===== config.mk =====
export PLATFORM = sky130hd
export DESIGN_NAME = tsr_top
export DESIGN_NICKNAME = d
export VERILOG_FILES = /design/src/rtl/tsr_pkg.sv /design/src/rtl/tsr_gray_dec.sv /design/src/rtl/tsr_delta.sv /design/src/rtl/tsr_count.sv /design/src/rtl/tsr_dev.sv /design/src/rtl/tsr_top.sv
export SDC_FILE = /design/constraint.sdc
export NUM_CORES = 1
export LEC_CHECK = 0
export BUFFER_PORTS_ARGS = -buffer_cell sky130_fd_sc_hd__buf_2
export CAP_MARGIN = 15
export CORE_UTILIZATION = 35
export CTS_CLUSTER_SIZE = 40
export DETAILED_ROUTE_END_ITERATION = 8
export PLACE_DENSITY_LB_ADDON = 0.12
export SKIP_CTS_REPAIR_TIMING = 1
export SLEW_MARGIN = 20
export SYNTH_ARGS = -nofsm -noshare
export SYNTH_HDL_FRONTEND = slang
export SYNTH_HIERARCHICAL = 1
export SYNTH_SLANG_ARGS = --single-unit

===== constraint.sdc =====
create_clock -name clk -period 102.8 [get_ports clk]
set_clock_uncertainty 0.05 [all_clocks]
set_input_delay 5.14 -clock clk [delete_from_list [all_inputs] [get_ports clk]]
set_output_delay 5.14 -clock clk [all_outputs]
set_load 0.005 [all_outputs]

===== src/rtl/tsr_pkg.sv =====
// Shared defaults for the sparse-stamp estimator.
// Assumes all instances take their widths from these values unless overridden.
package tsr_pkg;
    localparam int STAMP_W_D = 8;   // tick counter width
    localparam int CH_W_D    = 5;   // channel index width
    localparam int FNOM_W_D  = 16;  // nominal rate width
    localparam int FRAC_W_D  = 12;  // nominal rate fractional bits
    localparam int K_W_D     = 16;  // gain reciprocal width
    localparam int K_FRAC_D  = 8;   // gain reciprocal fractional bits
endpackage


===== src/rtl/tsr_gray_dec.sv =====
// Gray to binary decoder.
// Assumes a standard reflected Gray code; purely combinational.
module tsr_gray_dec #(
    parameter int W = tsr_pkg::STAMP_W_D
) (
    input  logic [W-1:0] gray,
    output logic [W-1:0] bin
);
    // each binary bit is the parity of the Gray bits at and above it
    for (genvar i = 0; i < W; i++) begin : g_bit
        assign bin[i] = ^gray[W-1:i];
    end
endmodule


===== src/rtl/tsr_delta.sv =====
// Keeps the previous stamp and channel and forms the wrapped tick gap.
// Assumes each gap spans less than one counter wrap. A first stamp or a
// channel change only primes the reference and emits nothing.
module tsr_delta #(
    parameter int STAMP_W = tsr_pkg::STAMP_W_D,
    parameter int CH_W    = tsr_pkg::CH_W_D
) (
    input  logic               clk,
    input  logic               rst_n,
    input  logic               in_valid,
    input  logic [CH_W-1:0]    in_chan,
    input  logic [STAMP_W-1:0] in_bin,
    output logic               d_valid,
    output logic [STAMP_W-1:0] d_tick
);
    logic               primed;
    logic [STAMP_W-1:0] prev_bin;
    logic [CH_W-1:0]    prev_chan;

    // reference register and gap stage
    always_ff @(posedge clk) begin
        if (!rst_n) begin
            primed    <= 1'b0;
            prev_bin  <= '0;
            prev_chan <= '0;
            d_valid   <= 1'b0;
            d_tick    <= '0;
        end else begin
            d_valid <= 1'b0;
            if (in_valid) begin
                primed    <= 1'b1;
                prev_bin  <= in_bin;
                prev_chan <= in_chan;
                if (primed && (in_chan == prev_chan)) begin
                    d_valid <= 1'b1;
                    d_tick  <= in_bin - prev_bin;
                end
            end
        end
    end

    AST_PRIME_SILENT: assert property (@(posedge clk) disable iff (!rst_n)
        (in_valid && !primed) |=> !d_valid);
    AST_CHAN_SILENT: assert property (@(posedge clk) disable iff (!rst_n)
        (in_valid && primed && (in_chan != prev_chan)) |=> !d_valid);
    AST_IDLE_SILENT: assert property (@(posedge clk) disable iff (!rst_n)
        !in_valid |=> !d_valid);
endmodule


===== src/rtl/tsr_count.sv =====
// Infers the elapsed oscillation count from a tick gap and the nominal
// rate (oscillations per tick, FRAC_W fractional bits), rounding half up.
// Assumes the input is small enough that rounding picks the true count.
module tsr_count #(
    parameter int STAMP_W = tsr_pkg::STAMP_W_D,
    parameter int FNOM_W  = tsr_pkg::FNOM_W_D,
    parameter int FRAC_W  = tsr_pkg::FRAC_W_D,
    localparam int PW     = STAMP_W + FNOM_W + 1,
    localparam int CNT_W  = PW - FRAC_W
) (
    input  logic [STAMP_W-1:0] tick,
    input  logic [FNOM_W-1:0]  fnom,
    output logic [CNT_W-1:0]   count,
    output logic               clamped
);
    localparam logic [PW-1:0] HALF = PW'(1) << (FRAC_W - 1);

    logic [PW-1:0]    scaled;
    logic [CNT_W-1:0] rounded;

    // round-half-up product and zero clamp
    always_comb begin
        scaled  = PW'(tick) * PW'(fnom) + HALF;
        rounded = scaled[PW-1:FRAC_W];
        clamped = (rounded == '0);
        count   = clamped ? CNT_W'(1) : rounded;
    end
endmodule


===== src/rtl/tsr_dev.sv =====
// Converts count and tick gap into a scaled deviation:
// ((count/ticks in FRAC_W fixed point) - fnom) * gain_inv >>> K_FRAC.
// Assumes a zero gap is an error and yields zero.
module tsr_dev #(
    parameter int STAMP_W = tsr_pkg::STAMP_W_D,
    parameter int FNOM_W  = tsr_pkg::FNOM_W_D,
    parameter int FRAC_W  = tsr_pkg::FRAC_W_D,
    parameter int K_W     = tsr_pkg::K_W_D,
    parameter int K_FRAC  = tsr_pkg::K_FRAC_D,
    parameter int CNT_W   = STAMP_W + FNOM_W + 1 - FRAC_W,
    localparam int QW     = CNT_W + FRAC_W,
    localparam int MW     = QW + 1 + K_W + 1,
    localparam int EST_W  = MW - K_FRAC
) (
    input  logic [STAMP_W-1:0]     tick,
    input  logic [CNT_W-1:0]       count,
    input  logic [FNOM_W-1:0]      fnom,
    input  logic [K_W-1:0]         gain_inv,
    output logic signed [EST_W-1:0] dev
);
    logic [QW-1:0]          numer;
    logic [QW-1:0]          denom;
    logic [QW-1:0]          quot;
    logic signed [QW:0]     diff;
    logic signed [K_W:0]    gain_s;
    logic signed [MW-1:0]   prod;
    logic signed [MW-1:0]   shifted;

    // rate estimate, offset removal and gain scaling
    always_comb begin
        numer   = QW'(count) << FRAC_W;
        denom   = (tick == '0) ? QW'(1) : QW'(tick);
        quot    = numer / denom;
        diff    = $signed({1'b0, quot}) - $signed((QW + 1)'(fnom));
        gain_s  = $signed({1'b0, gain_inv});
        prod    = MW'(diff) * MW'(gain_s);
        shifted = prod >>> K_FRAC;
        dev     = (tick == '0) ? '0 : shifted[EST_W-1:0];
    end
endmodule


===== src/rtl/tsr_top.sv =====
// Sparse-stamp oscillation count and deviation estimator, one channel
// stream at a time. Stage 1 decodes and differences stamps; stage 2
// infers the count and registers count, gap, error and deviation.
// Assumes configuration is stable while a stamp is in flight.
module tsr_top #(
    parameter int STAMP_W = tsr_pkg::STAMP_W_D,
    parameter int CH_W    = tsr_pkg::CH_W_D,
    parameter int FNOM_W  = tsr_pkg::FNOM_W_D,
    parameter int FRAC_W  = tsr_pkg::FRAC_W_D,
    parameter int K_W     = tsr_pkg::K_W_D,
    parameter int K_FRAC  = tsr_pkg::K_FRAC_D,
    localparam int CNT_W  = STAMP_W + FNOM_W + 1 - FRAC_W,
    localparam int EST_W  = CNT_W + FRAC_W + 1 + K_W + 1 - K_FRAC
) (
    input  logic                    clk,
    input  logic                    rst_n,
    input  logic                    stamp_valid,
    input  logic [CH_W-1:0]         stamp_chan,
    input  logic [STAMP_W-1:0]      stamp_gray,
    input  logic [FNOM_W-1:0]       cfg_fnom,
    input  logic [K_W-1:0]          cfg_gain_inv,
    output logic                    est_valid,
    output logic [CNT_W-1:0]        est_count,
    output logic [STAMP_W-1:0]      est_ticks,
    output logic                    est_err,
    output logic signed [EST_W-1:0] est_dev
);
    logic [STAMP_W-1:0]      stamp_bin;
    logic                    d_valid;
    logic [STAMP_W-1:0]      d_tick;
    logic [CNT_W-1:0]        c_count;
    logic                    c_clamped;
    logic signed [EST_W-1:0] c_dev;

    tsr_gray_dec #(.W(STAMP_W)) u_dec (
        .gray (stamp_gray),
        .bin  (stamp_bin)
    );

    tsr_delta #(.STAMP_W(STAMP_W), .CH_W(CH_W)) u_delta (
        .clk      (clk),
        .rst_n    (rst_n),
        .in_valid (stamp_valid),
        .in_chan  (stamp_chan),
        .in_bin   (stamp_bin),
        .d_valid  (d_valid),
        .d_tick   (d_tick)
    );

    tsr_count #(.STAMP_W(STAMP_W), .FNOM_W(FNOM_W), .FRAC_W(FRAC_W)) u_count (
        .tick    (d_tick),
        .fnom    (cfg_fnom),
        .count   (c_count),
        .clamped (c_clamped)
    );

    tsr_dev #(.STAMP_W(STAMP_W), .FNOM_W(FNOM_W), .FRAC_W(FRAC_W),
              .K_W(K_W), .K_FRAC(K_FRAC), .CNT_W(CNT_W)) u_dev (
        .tick     (d_tick),
        .count    (c_count),
        .fnom     (cfg_fnom),
        .gain_inv (cfg_gain_inv),
        .dev      (c_dev)
    );

    // result registers: load on a gap, otherwise hold data and drop strobe
    always_ff @(posedge clk) begin
        if (!rst_n) begin
            est_valid <= 1'b0;
            est_count <= '0;
            est_ticks <= '0;
            est_err   <= 1'b0;
            est_dev   <= '0;
        end else begin
            est_valid <= d_valid;
            if (d_valid) begin
                est_count <= c_count;
                est_ticks <= d_tick;
                est_err   <= c_clamped;
                est_dev   <= c_dev;
            end
        end
    end

    AST_LATENCY: assert property (@(posedge clk) disable iff (!rst_n)
        d_valid |=> est_valid);
    AST_CNT_NONZERO: assert property (@(posedge clk) disable iff (!rst_n)
        est_valid |-> (est_count != '0));
    AST_ERR_IS_ONE: assert property (@(posedge clk) disable iff (!rst_n)
        (est_valid && est_err) |-> (est_count == CNT_W'(1)));
    AST_ZERO_GAP: assert property (@(posedge clk) disable iff (!rst_n)
        (d_valid && (d_tick == '0)) |=> (est_err && (est_dev == '0)));
    AST_HOLD: assert property (@(posedge clk) disable iff (!rst_n)
        !d_valid |=> ($stable(est_ticks) && $stable(est_count) && $stable(est_dev)));
endmodule


==> summary.txt <==
Timing
  • Fmax: 0.0119 GHz
  • RSZ-0062 raised after global routing: no
  • Max-slew violations: 0
  • Min Tclk post-route: 84.12 ns
  • Rel. slew slack: 28.8%
  • Post-route setup TNS: 0 ns
  • Final worst slack: 18.68 ns
  • Endpoints failing setup: 0
  • Final hold violation count: 0
  • Worst-Margin Slew: 1.06 ns
  • Post-route clock period utilization: 81.8%

Routing
  • Vias per cell: 5.27
  • Starting DRT DRC Count: 1646
  • Vias: 31700
  • Final wirelength: 113000 um
  • Drc violations: 0
  • Post-DRT Antenna Nets: 0
  • WL/cell: 18.8 um
  • TritonRoute pass-1 iters: 5

Global route
  • Number of global-route vias before repair: 31600
  • GRT overflow: 0
  • First-pass GRT wire length: 181000 um
  • Antenna violations before repair: 2
  • All-Layer GR Usage: 21.3%
  • Largest net degree at the start of global routing: 63

Yosys
  • Top_reg_cell synth: dfxtp_1
  • Post-Synth Simple-Gate Area: 21.5%
  • Syn avg cell area: 8.00 sq um
  • Post-synthesis async set-or-reset flop share: 0%
  • Seq cells post-synth: 81
  • Synth Warn #: 6
  • Yosys top cell by area: fa_1
  • Cell Area, Synth: 0.0369 sq mm
  • Post-synth EDFFs: 0
  • Sequential fraction of the synthesis area: 4.39%
  • Post-Synth XOR/XNOR Area: 5.53%
  • Multiplexer area fraction after synthesis: 3.96%
  • Top cell type's share of synthesized area: 26.5%
  • Top post-synthesis cells by area: fa_1, ha_1, inv_1
  • Synthesized net count: 5490
  • Compound-Gate Fraction of Synth Area: 17.4%
  • Synth Instances: 4615
  • Adder-cell share of the synthesized area: 37.9%
  • Largest family of logic cells by synthesized area: adder cells
  • Count of cell types in the netlist: 134

Floorplan
  • Core area: 0.104 sq mm
  • FP Rows: 118
  • # IOs: 106
  • Die Span X: 327 um
  • Die area: 0.107 sq mm
  • Initial Util: 35.5%
  • Chip height: 327 um

CTS
  • Clock buffer depth: 2
  • TritonCTS clock tree: done
  • CTS clock-pin slew for the worst setup and hold paths: 0.09 ns
  • Clock root cell: clkbuf_16
  • Number of CTS-inserted buffers: 9
  • H-tree levels: 3
  • Clk sink count: 81
  • Clk_lat worst skew: 0.39 ns

Layout
  • Fin nets: 5503
  • N_diodes: 0
  • Commonest non-fill, non-tap cell in the layout: inv_1
  • Most frequent cells in the layout: inv_1, fa_1, nand2_1
  • Area delta synth->final: 6.34%
  • Fill count: 11100
  • Layout cell share with drive strength beyond 1: 7.92%

Critical path
  • Critical Path End Type: register
  • CP peak stage delay: 0.81 ns
  • Cell repeated most along the worst path: a21oi_1
  • Slowest cell on crit path: o31ai_2
  • Nature of the critical path startpoint: input port
  • Max FO, Critical Path: 18
  • WP data arrival: 84.41 ns
  • Critical path class: input port to register
  • Data required time at the worst endpoint: 103.09 ns

Outcome
  • Status: complete, no violations

Job
  • Max-cap violation count: 0

Placed design
  • Dpl hpwl: 90300 um
  • Port Buffer Count: 105
  • Pre-CTS WS: 18.66 ns
  • GP Congestion: 0.875

Hold path
  • Worst Hold Class: register to register
-- final cells by class --
class / instances / area, sq um / share of cell area (%)
repair buffers: 169 / 1010 / 2.56
clock inverters: 6 / 78.8 / 0.201
inverters: 715 / 2690 / 6.84
flip-flops and latches: 81 / 1630 / 4.14
multi-input cells: 3652 / 31900 / 81.2
clock buffers: 10 / 250 / 0.637
well taps: 1380 / 1730 / 4.40
-- critical path: cells and delay by family --
| family | cells | cell delay (ns) |
|---|---|---|
| AO/OA/AOI/OAI | 160 | 35.75 |
| XOR/XNOR | 4 | 0.75 |
| adder cells (fa/ha/maj) | 38 | 13.99 |
| buffers and inverters | 27 | 4.91 |
| multiplexers | 7 | 2.21 |
| AND/OR/NAND/NOR | 100 | 21.42 |
-- through the flow --
step | util, % | cell area (sq um) | hold slack, ns | instances
2_1_floorplan | - | 36900 | 0.404 | 4615
5_1_grt | 37.7 | 39300 | 0.470 | 6013
3_5_place_dp | 37.4 | 39000 | 0.424 | 5997
3_3_place_gp | 37.4 | 39000 | 0.418 | 5997
4_1_cts | 37.7 | 39300 | 0.440 | 6013
6_report | 37.7 | 39300 | 0.437 | 6013
-- flip-flops by register name, summed over array words and instances, names as in the netlist --
name               cells
est_dev               35
est_count             13
est_ticks              8
u_delta/d_tick         8
u_delta/prev_bin       8
u_delta/prev_chan      5
est_err                1
est_valid              1
u_delta/d_valid        1
u_delta/primed         1
-- Yosys cell counts (14+ instances only) --
cell      instances
o211ai_1         22
nand2_1         450
a21o_1          105
or2_2            24
fa_1            489
a211o_1          18
dfxtp_1          81
o21ai_0         144
nand4_1          21
a31oi_1          33
inv_1           704
clkbuf_1        126
ha_1            338
o31ai_1          24
and2_1          283
o21bai_1         42
nand2b_1         51
nor2_1          273
nand3_1          53
a21oi_1         231
nor3_1           74
a31o_2           14
and3_1           23
o21ai_1          17
buf_2            19
xor2_1           79
o22ai_1          17
o21a_1           43
or3_1            42
a211oi_1         46
nor2b_1         103
nor4_1           31
mux2_2           31
xnor2_1         147
mux2i_1         102
-- routing by layer --
metal  vias up  global-route usage (%)  share of wire, %
met3        77                    1.29               2.8
met2       539                    36.1                48
met4         0                    4.07               1.7
met5         -                       0                 0
met1     15600                    29.9                48
li1      15400                       -                 -
-- worst paths after layout --
| kind | startpoint | to | slack (ns) | cells after the start |
|---|---|---|---|---|
| hold reg to reg | u_delta/primed | u_delta/primed | 0.44 | 2 |
| setup reg to reg | u_delta/d_tick[7] | est_dev[34] | 22.92 | 336 |
| setup / recovery | cfg_fnom[7] | est_dev[34] | 18.68 | 336 |
| hold / removal | u_delta/primed | u_delta/primed | 0.44 | 2 |
-- cells by family after synthesis --
kind of cell               Yosys count
and+or+nand+nor                   1531
AOI/OAI and AO/OA                  925
buffers and inverters              882
adders and majority gates          827
xor gates and xnor gates           229
muxes                              140
DFF                                 81
Power is not shown: default switching activity piles up to over one toggle a cycle in this logic, so the estimate is an artifact.
